--- src/rtl/aux_req_framer.sv ---
module aux_req_framer #(
  parameter int MAX_LEN = 16,
  parameter int LEN_W   = 5,
  parameter int DLY_W   = 4,
  localparam int CNT_W  = $clog2(MAX_LEN + 5),
  localparam int PIX_W  = $clog2(MAX_LEN)
) (
  input  logic                 clk,
  input  logic                 rst_n,
  input  logic                 start,
  input  logic                 req_i2c,
  input  logic                 req_write,
  input  logic                 req_mot,
  input  logic                 req_stat,
  input  logic [19:0]          req_addr,
  input  logic [LEN_W-1:0]     req_len,
  input  logic [MAX_LEN*8-1:0] req_data,
  input  logic [DLY_W-1:0]     req_delay,
  input  logic                 done_flag,
  output logic                 done_ack,
  input  logic                 tx_ready,
  output logic                 tx_valid,
  output logic [7:0]           tx_data,
  output logic                 go,
  output logic [CNT_W-1:0]     tx_count,
  output logic [DLY_W-1:0]     tx_delay,
  output logic                 busy,
  output logic                 err
);
  typedef enum logic [2:0] {S_IDLE, S_ACK, S_WAIT, S_LOAD, S_GO} st_t;

  st_t                  st;
  logic [3:0]           cmd_q;
  logic [19:0]          af_q;
  logic [LEN_W-1:0]     len_q;
  logic [MAX_LEN*8-1:0] pay_q;
  logic [CNT_W-1:0]     idx;

  wire accept   = start && (st == S_IDLE);
  wire too_long = req_len > LEN_W'(MAX_LEN);
  wire is_wr    = req_write && !(req_i2c && req_stat);
  wire [3:0] cmd_in = req_i2c ? {1'b0, req_mot, req_stat, ~req_write & ~req_stat}
                              : {3'b100, ~req_write};
  wire [19:0] af_in = req_i2c ? {1'b0, req_addr[19:1]} : req_addr;
  wire [CNT_W-1:0] cnt_in = CNT_W'((req_len != 0) ? 4 : 3) + (is_wr ? CNT_W'(req_len) : '0);
  wire [CNT_W-1:0] pidx = idx - CNT_W'(4);

  assign busy     = st != S_IDLE;
  assign done_ack = st == S_ACK;
  assign tx_valid = st == S_LOAD;
  assign go       = st == S_GO;

  always_comb begin
    case (idx)
      CNT_W'(0): tx_data = {cmd_q, af_q[19:16]};
      CNT_W'(1): tx_data = af_q[15:8];
      CNT_W'(2): tx_data = af_q[7:0];
      CNT_W'(3): tx_data = 8'(len_q - LEN_W'(1));
      default:   tx_data = pay_q[pidx[PIX_W-1:0]*8 +: 8];
    endcase
  end

  always_ff @(posedge clk) begin
    if (!rst_n) begin
      st       <= S_IDLE;
      err      <= 1'b0;
      idx      <= '0;
      cmd_q    <= '0;
      af_q     <= '0;
      len_q    <= '0;
      pay_q    <= '0;
      tx_count <= '0;
      tx_delay <= '0;
    end else begin
      err <= accept && too_long;
      case (st)
        S_IDLE: if (accept && !too_long) begin
          st       <= S_ACK;
          cmd_q    <= cmd_in;
          af_q     <= af_in;
          len_q    <= req_len;
          pay_q    <= req_data;
          tx_count <= cnt_in;
          tx_delay <= req_delay;
          idx      <= '0;
        end
        S_ACK:  st <= S_WAIT;
        S_WAIT: if (!done_flag) st <= S_LOAD;
        S_LOAD: if (tx_ready) begin
          idx <= idx + CNT_W'(1);
          if (idx == tx_count - CNT_W'(1)) st <= S_GO;
        end
        default: st <= S_IDLE;
      endcase
    end
  end
endmodule


--- config.mk ---
export PLATFORM = sky130hd
export DESIGN_NAME = aux_req_framer
export DESIGN_NICKNAME = d
export VERILOG_FILES = /design/src/rtl/aux_req_framer.sv
export SDC_FILE = /design/constraint.sdc
export NUM_CORES = 1
export LEC_CHECK = 0
export CORE_MARGIN = 3
export CORE_UTILIZATION = 55
export CTS_CLUSTER_DIAMETER = 30
export CTS_CLUSTER_SIZE = 14
export DETAILED_ROUTE_END_ITERATION = 10
export PLACE_DENSITY = 0.86
export SETUP_SLACK_MARGIN = 0.02
export SLEW_MARGIN = 20
export SYNTH_ARGS = -nofsm -noshare
export SYNTH_HDL_FRONTEND = slang
export SYNTH_SLANG_ARGS = --single-unit
--- constraint.sdc ---
create_clock -name clk -period 6.6 [get_ports clk]
set_input_delay 1.65 -clock clk [delete_from_list [all_inputs] [get_ports clk]]
set_output_delay 1.65 -clock clk [all_outputs]
set_load 0.01 [all_outputs]
* Yosys cells after proc, flatten, opt, wreduce, memory -nomap -nowiden
Index checks and enable logic that the tools add are counted.
** Operators by class
- Multipliers :: 0
- Bitwise operators :: 3
- Div/mod/pow operators :: 0
- $add $sub $neg :: 5
- Magnitude comparators :: 1
- Multiplexer cells :: 13
- Shift operators :: 1
- Reduce and logical (&&, ||, !) cells :: 15
- Equal/unequal tests :: 12
** Operators with widths (number)
- $shiftx 128x8->8 :: 1
- $pmux 8 s4 :: 1
- $mux 20 :: 1
- $mux 3 :: 5
- $mux 5 :: 3
- $pmux 3 s4 :: 1
- $eq 5x2->1 const B :: 2
- $pmux 5 s2 :: 1
- $eq 3x2->1 const B :: 2
- $sub 5x1->6 const B :: 1
- $add 3x5->5 :: 1
- $add 5x1->5 const B :: 1
- $eq 5x1->1 const B :: 1
- $eq 5x5->1 :: 1
- $gt 5x5->1 const B :: 1
- $logic_and 1x1->1 :: 5
- $logic_not 5->1 :: 1
- $reduce_bool 5->1 :: 1
- $sub 5x1->5 const B :: 1
- $mux 4 :: 1
- $ne 2x1->1 const B :: 2
- $ne 2x2->1 const B :: 2
- $reduce_and 4->1 :: 1
- $sub 4x3->4 const B :: 1
- 10 further kinds :: 12
** Word-level totals
- Latch bits :: 0
- Bits of input ports :: 166
- Memory bits (writable) :: 0
- Flip-flop bits (word level) :: 175
- Memory bits (read-only) :: 0
- Memories :: 0

* Depth between registers and ports, before layout
Gate-level depths: netlist (run 1).
- Depth after elaboration :: 5
- Gate-level depth with buffers :: 11
- Gate-level depth less buffers :: 11

* Least setup slack after synthesis (run 1)
Ideal clock, no wire load.
- Path kind :: flip-flop to output port
- Start :: register idx[1]
- End :: output port tx_data[2]
- Stages on the path, launching flop included :: 10
- Data required time :: 4.950 ns
- Path buffers :: 4
- Arrival time :: 2.495 ns
- Setup slack :: 2.455 ns
- Cell sequence :: dfxtp_1 > buf_2 > buf_2 > buf_2 > inv_1 > ha_1 > clkbuf_1 > nor4_1 > nor2_1 > o311ai_0
** Between the ends
- Cells in the longest elaborated chain, start to end :: 3
- Elaborated cells between the ends (all ways) :: 7
** Ends and longest elaborated chain
- from (decl) :: RTL line 37 : logic [CNT_W-1:0] idx;
- from (signal assigned) :: RTL line 90 : idx <= idx + CNT_W'(1);
- $sub 4x3->4 :: RTL line 46 : wire [CNT_W-1:0] pidx = idx - CNT_W'(4);
- $shiftx 128x8->8 :: RTL line 59 : default: tx_data = pay_q[pidx[PIX_W-1:0]*8 +: 8];
- $pmux 8 s4 * :: RTL line 54 : case (idx)
- to (decl) :: RTL line 23 : output logic [7:0] tx_data,
Every way passes the cells marked *; elsewhere a longest branch is shown, timed or not.

* Worst setup path after layout (run 1)
- Start :: register idx[3]
- End :: output port tx_data[1]
Same word-level chain as after synthesis.

==> results of run 1 <==
==> worst paths after layout <==
kind	start	to	slack, ps	cells after the start
hold reg to reg	pay_q[66]$_SDFFE_PN0P_	pay_q[66]$_SDFFE_PN0P_	460	2
setup reg to reg	st[1]$_SDFFE_PN0P_	pay_q[106]$_SDFFE_PN0P_	3940	6
hold / removal	pay_q[66]$_SDFFE_PN0P_	pay_q[66]$_SDFFE_PN0P_	460	2
setup / recovery	idx[3]$_SDFFE_PN0P_	tx_data[1]	1490	7
==> cells in the mapped netlist (12+ instances only) <==
master and instances:
a21boi_0 141, a21oi_1 13, buf_2 25, clkbuf_1 48
dfxtp_1 175, inv_1 13, mux2i_1 31, mux4_2 27
nand2_1 318, nand3_1 12, nor2_1 21, o211a_1 21
==> where the power goes <==
group          total (µW)  internal [µW]  switching (µW)
logic                 356            192             165
clock network        1040            634             407
registers            1160           1120            44.0
==> placed cells by master (no fill, tap or decap), drive strengths merged, types with 9 or more instances in the layout <==
master / n
mux2i: 31
a21boi: 143
clkdlybuf4s50: 186
mux4: 27
ha: 11
clkbuf: 22
o21ai: 12
nand2: 318
inv: 13
nand3: 12
nor2b: 9
buf: 9
o211a: 21
dfxtp: 175
nor2: 21
a21oi: 13
==> stage by stage <==
| stage | util, % | cell area [µm²] | power (µW) | cells |
|---|---|---|---|---|
| floorplan | - | 8420 | 1360 | 970 |
| global placement | 69.8 | 10300 | 1530 | 1273 |
| detailed placement | 69.8 | 10300 | 1540 | 1273 |
| CTS | 73.9 | 10900 | 2560 | 1305 |
| global route | 73.9 | 10900 | 2650 | 1305 |
| finish | 73.9 | 10900 | 2560 | 1305 |
==> cells by family (layout without fill, tap and decap cells) <==
kind of cell / count (synthesis) / after routing / synth area share (%)
AO/OA/AOI/OAI: 223 / 223 / 20.2
XOR/XNOR: 14 / 14 / 1.46
adder cells (fa/ha/maj): 12 / 12 / 1.87
buffers and inverters: 90 / 241 / 4.39
flip-flops: 175 / 175 / 41.6
multiplexers: 58 / 58 / 10.9
AND/OR/NAND/NOR: 398 / 398 / 19.6
==> routing by layer <==
metal	wire, µm	track usage [%]
met1	9090	33.4
met5	0	0
met4	743	11.9
met2	11000	45.1
met3	1890	6.18
==> area by class of cell <==
class	instances	share of cell area [%]
inverter	14	0.482
clock buffer	22	4.07
sequential	175	32.2
timing repair buffer	195	17.8
tap	184	2.11
multi-input combinational	705	41.9
clock inverter	10	1.49
==> sequential cells by signal (all words and copies together), names as in the netlist <==
register / count
pay_q: 128
cmd_q: 4
st: 3
tx_count: 5
len_q: 5
tx_delay: 4
err: 1
idx: 5
af_q: 20
==> critical path: stages, from the launching register on <==
cell	delay, ps
dfxtp_1	410
inv_1	60
ha_1	730
clkinv_1	450
mux2i_1	390
nor3_1	90
or3_1	400
clkdlybuf4s50_1	500
==> results list, run 1 <==
- Hold repair after CTS inserted 0 buffers.
- Yosys top cell area share: 41.6%
- Each instance of the synthesized netlist takes up on average 8.68 µm².
- The number of nets handed over by synthesis was 1,148.
- The number of hold violations in the final report is 0.
* Maximum fanout count along the critical path: 20
- Capturing element type of the critical path: output pin
- CTS placed an instance of clkbuf_16 at the clock tree root.
- In the global route stage, overall resource usage came out at 26.9%.
- Largest cells by area after synthesis: dfxtp_1 (42%), nand2_1 (14%), a21boi_0 (13%), mux4_2 (7.2%), mux2i_1 (3.7%)
- The filler cells instantiated in the layout total 1,075.
- Vias in the first global route: 7,240
- Row count: 44
- Run status: completed
* Pin count of the biggest net entering global routing: 110
* Number of storage elements in the synthesis netlist: 175
* Max Slew Vio Count: 0
- VDD sags by at most 0.000184 V.
- For this configuration, the core starts out at a cell density of 57.0%.
- Clock latency on the worst-skew pair, taken at its later pin, is 430 ps.
* Top flip-flop cell by instance count after synthesis: dfxtp_1
- The repair_antennas step left the layout with diodes totalling 0.
- Static leakage: 0.00410 µW
- Type of the tightest min-delay check: flop to flop
- Setup repair after global routing left no endpoint under its margin.
* Reg area: 3500 µm²
- Routed wire length per instance: 17.4 µm
- The number of gates resized after CTS was 0.
- After synthesis the cells add up to 8420 µm².
- Pin placement for this block handled 188 I/O pins.
* # H-tree levels: 4
- Post-layout net count: 1,286
- The clock passes through at most 2 buffers.
- Final worst slack: 1490 ps
- Wires add up to 22,800 µm.
* Pwr/cell area: 235 nW/µm²
- Synthesized instance count: 970
- Dividing the detail-routed via count by the number of cells gives 5.76.
- Post-route setup TNS: 0 ps
* Largest clock skew in the final design: 4.96 ps
- The worst path uses 77.5% of the clock period.
- Setup violations remaining at the end of the flow were counted as 0.
- For this run, the register share of the synthesized area comes to 41.6%.
- The multi-input combinational cells in the finished layout cover a total of 4560 µm².
* Number of clock buffers inserted by TritonCTS: 17
* Remaining global-route overflow: 0
* Arrival @ worst endpoint: 3460 ps
- Max_slew headroom: 25.8%
- Die Width: 130 µm
- For this run, the detailed router's first-pass iteration total came to 7.
- The number of setup buffers added after CTS is 0.
- Antenna violations before repair: 0
- At the worst endpoint, the required time is 4950 ps.
- TritonCTS built the clock tree.
* Startpoint Class: flop
- Yosys synthesis warning count: 0
- The count of nets left with antenna violations once routing finished came out at 0.
* Total of max-cap violations: 0
- Minimum period implied by the final worst setup slack: 5110 ps
* Number of port buffers: 187
- After clock tree synthesis, the clock-pin slew on the worst setup and hold paths is 60 ps.
- Number of sinks on the clock net: 175
- Path type of the worst setup path: flop to output pin
- The first global-routing pass estimated 35,700 µm of wire.
* Synthesis-to-layout area growth: 29.5%
* Hpwl dp: 16,100 µm
* Post-synth top area cell: dfxtp_1
- Fraction of registers with async set or reset after synthesis: 0%
- Of the cells placed in the final design, the portion with a size suffix greater than 1 is 6.24%.
- Maximum clock frequency: 0.196 GHz
* Slew of the pin with the lowest slew margin: 1110 ps
- At the end of routability-driven placement, the weighted congestion stood at 0.972.
- Die Area: 16,800 µm²
* Iteration-0 DRC count of the detailed router: 660
* Core ar.: 14,800 µm²
- Floorplan die height: 130 µm
* DRC Markers: 0
* Via total after detailed routing: 7,523
- Cell variety after synth: 53
- OpenSTA, run right after detailed placement, puts the worst setup slack at 2000 ps.
- In this run, synthesis inferred 0 flip-flops with an integrated enable.
- Final-layout worst hold slack: 457 ps
(Power assumes the default switching activity.)
==> inputs of run 2 (changes only) <==
--- a/config.mk
+++ b/config.mk
@@ -6,11 +6,11 @@
 export NUM_CORES = 1
 export LEC_CHECK = 0
 export CORE_MARGIN = 3
-export CORE_UTILIZATION = 55
+export CORE_UTILIZATION = 46
 export CTS_CLUSTER_DIAMETER = 30
 export CTS_CLUSTER_SIZE = 14
 export DETAILED_ROUTE_END_ITERATION = 10
-export PLACE_DENSITY = 0.86
+export PLACE_DENSITY = 0.77
 export SETUP_SLACK_MARGIN = 0.02
 export SLEW_MARGIN = 20
 export SYNTH_ARGS = -nofsm -noshare
==> constraint.sdc (replaced) <==
create_clock -name clk -period 4.46 [get_ports clk]
set_input_delay 1.115 -clock clk [delete_from_list [all_inputs] [get_ports clk]]
set_output_delay 1.115 -clock clk [all_outputs]
set_load 0.01 [all_outputs]
==> run 2 against run 1 <==
Total power increased by 44%. Utilization decreased by 11 points. Clock skew increased by 2.2 ps. Final cell count increased by 3.5%. Clock power increased by 38%. Non-clock buffer count increased by 5. Sequential power increased by 48%. Register-to-register slack got worse by 1800 ps. Die area increased by 19%. Critical path type unchanged. Largest cell class unchanged. Highest routed layer unchanged.
==> results list, run 2 (synthesized netlist as in run 1, its figures left out) <==
- Most flops, register: pay_q
- Hold violation total from the final report: 0
- In this run the remaining antenna-violating nets after routing total 0.
- Number of standard cells in the layout, taps in and fillers out: 1,351
* Pin count of the biggest net entering global routing: 138
* Number of port buffers: 187
- Peak VDD IR: 0.000264 V
- The flow ran to the end, and the final reports show no timing, DRC or antenna violations.
- Routed wire length per instance: 16.7 µm
- Subtracting the final worst setup slack from the clock period gives 4160 ps.
- # H-tree levels: 4
- The clock arrives with 7.14 ps of skew.
- The analysis attributes to cell leakage a power of 0.00413 µW.
* Slew of the pin with the lowest slew margin: 1020 ps
- The setup path with the least slack is of type flop to output pin.
- The number of setup buffers added after CTS is 0.
- Measured along the x axis, the die boundary spans 141 µm.
* Post-layout net count: 1,291
- Iteration-0 DRC count of the detailed router: 547
* Startpoint Class: flop
- Setup repair after global routing missed its margin: false
- Net switching power: 935 µW
* Share of the clock period used by the worst path after layout: 93.4%
* Antenna violations before repair: 0
* Reg-to-reg setup timing slack: 2120 ps
* Row count: 48
- Post-cts gate resize count: 0
* Wire length of the first global-routing pass: 35,700 µm
- After detailed routing, the total wire length is 22,500 µm.
- Initial Utilization: 47.8%
- The worst register-to-register path ends at pay_q[117]$_SDFFE_PN0P_.
* Number of sinks on the clock net: 175
- Core ar.: 17,600 µm²
- Counting the fill cells in the layout gives 1,504.
- Clock share of power: 38.8%
* Post-route setup TNS: 0 ps
- Pwr/cell area: 335 nW/µm²
- Diodes inserted: 0
- Fraction of final layout cells sized beyond drive strength 1: 7.10%
- In the routed design, unresolved DRC markers number 0.
* Number of clock buffers inserted by TritonCTS: 17
- The internal power of the cells totals 2750 µW.
* Max Slew Vio Count: 0
* Drt via density: 5.39
* Sequential share of power: 46.7%
- TritonCTS built the clock tree.
- At the end of routability-driven placement, the weighted congestion stood at 0.915.
- Hpwl dp: 16,300 µm
- The die covers 20,000 µm².
- Sw frac: 25.4%
- At the worst endpoint, the required time is 3350 ps.
- Remaining global-route overflow: 0
* Max reg flops: 128
- Compared with the post-synthesis result, the final layout area differs by 30.5%.
- In this run the worst hold path is classified as flop to flop.
- The first TritonRoute pass finished after 7 iterations.
- For this run, the top clock speed supported by timing is 0.240 GHz.
- The tool flagged a number of max-cap violations equal to 0.
- Global routing consumed, over all layers together, 22.5% of the routing resources.
- For this design, the CTS-stage hold fixing added 0 buffers.
* Startpoint of the most critical register-to-register path: st[1]$_SDFFE_PN0P_
* CTS Buffer Depth: 2
- Most common library cell in the layout ignoring fill and taps: nand2_1
- Latest clock arrival within the worst-skew pair: 430 ps
* Capturing element type of the critical path: output pin
* Worst setup path startpoint: idx[0]$_SDFFE_PN0P_
- CTS placed an instance of clkbuf_16 at the clock tree root.
- Final worst slack: 296 ps
* Arrival @ worst endpoint: 3050 ps
- Of all nets on the critical path, the largest fanout is 11.
- At the placement stage, the worst setup path has a slack of 581 ps.
- Across all layers, the routed design uses 7,280 vias.
* IO Count: 188
* Most frequent cells in the layout: nand2_1 (318), clkdlybuf4s50_1 (186), dfxtp_1 (173), a21boi_0 (141), mux2i_1 (31)
- The die is 141 µm tall.
- Clock Pin Slew Worst Setup and Hold Paths: 70 ps
- Critical path capture point: tx_data[6]
- Depth of the most critical reg-to-reg path: 6
- Setup violations remaining at the end of the flow were counted as 0.
- Total placed cells including tap cells: 1,319
* Vias in the first global route: 6,986
* Proportion of power drawn by combinational gates: 14.5%
* Max_slew headroom: 31.8%
* Largest registers in the final layout: pay_q: 128 flops, af_q: 20 flops
[run 2: how the worst min path moves through the flow]
stage / startpoint / endpoint / slack [ps] / cells after the start
6_report: pay_q[66]$_SDFFE_PN0P_ / pay_q[66]$_SDFFE_PN0P_ / 460 / 2
3_5_place_dp: pay_q[66]$_SDFFE_PN0P_ / pay_q[66]$_SDFFE_PN0P_ / 450 / 2
4_1_cts: pay_q[66]$_SDFFE_PN0P_ / pay_q[66]$_SDFFE_PN0P_ / 460 / 2
5_1_grt: pay_q[66]$_SDFFE_PN0P_ / pay_q[66]$_SDFFE_PN0P_ / 480 / 2
3_3_place_gp: pay_q[66]$_SDFFE_PN0P_ / pay_q[66]$_SDFFE_PN0P_ / 440 / 2
2_1_floorplan: pay_q[66]$_SDFFE_PN0P_ / pay_q[66]$_SDFFE_PN0P_ / 430 / 2
[run 2: final cells by class]
cell class                      instances  area [µm²]  area share, %
Inverter                               14        52.6          0.478
Clock inverter                         11         105          0.957
Multi-Input combinational cell        705        4570           41.6
Tap cell                              225         282           2.56
Clock buffer                           21         460           4.19
Timing Repair Buffer                  200        2000           18.3
Sequential cell                       175        3510           31.9
[run 2: metal layers]
layer	vias to the layer above	part of all wire [%]	track usage (%)
met5	-	0	0
met4	0	2.8	7.85
met3	43	7.4	6.40
met2	249	46	34.8
met1	3379	44	30.2
li1	3609	-	-
[run 2: per-stage QoR]
stage / util, % / hold slack, ps / total power (µW) / cell area [µm²]
after global routing: 62.4 / 482 / 3820 / 11000
final: 62.4 / 455 / 3680 / 11000
after global placement: 59.2 / 439 / 2280 / 10400
after floorplan: - / 432 / 2010 / 8420
after CTS: 62.4 / 459 / 3700 / 11000
after detailed placement: 59.2 / 450 / 2290 / 10400
[run 2: worst max-delay path, stage by stage, from the launching register on]
cell and delay [ps]:
dfxtp_4 440, inv_1 120, ha_1 330, nor4_2 360, nor2_1 100, buf_4 180, a2111oi_0 360, a22oi_1 210
clkdlybuf4s50_1 540
[run 2: power groups by stage]
stage / Sequential (µW) / Combinational [µW] / Clock (µW)
after floorplan: 1730 / 286 / 0
after global placement: 1750 / 527 / 0
final: 1720 / 533 / 1430
after global routing: 1730 / 588 / 1510
after CTS: 1720 / 536 / 1450
after detailed placement: 1750 / 533 / 0
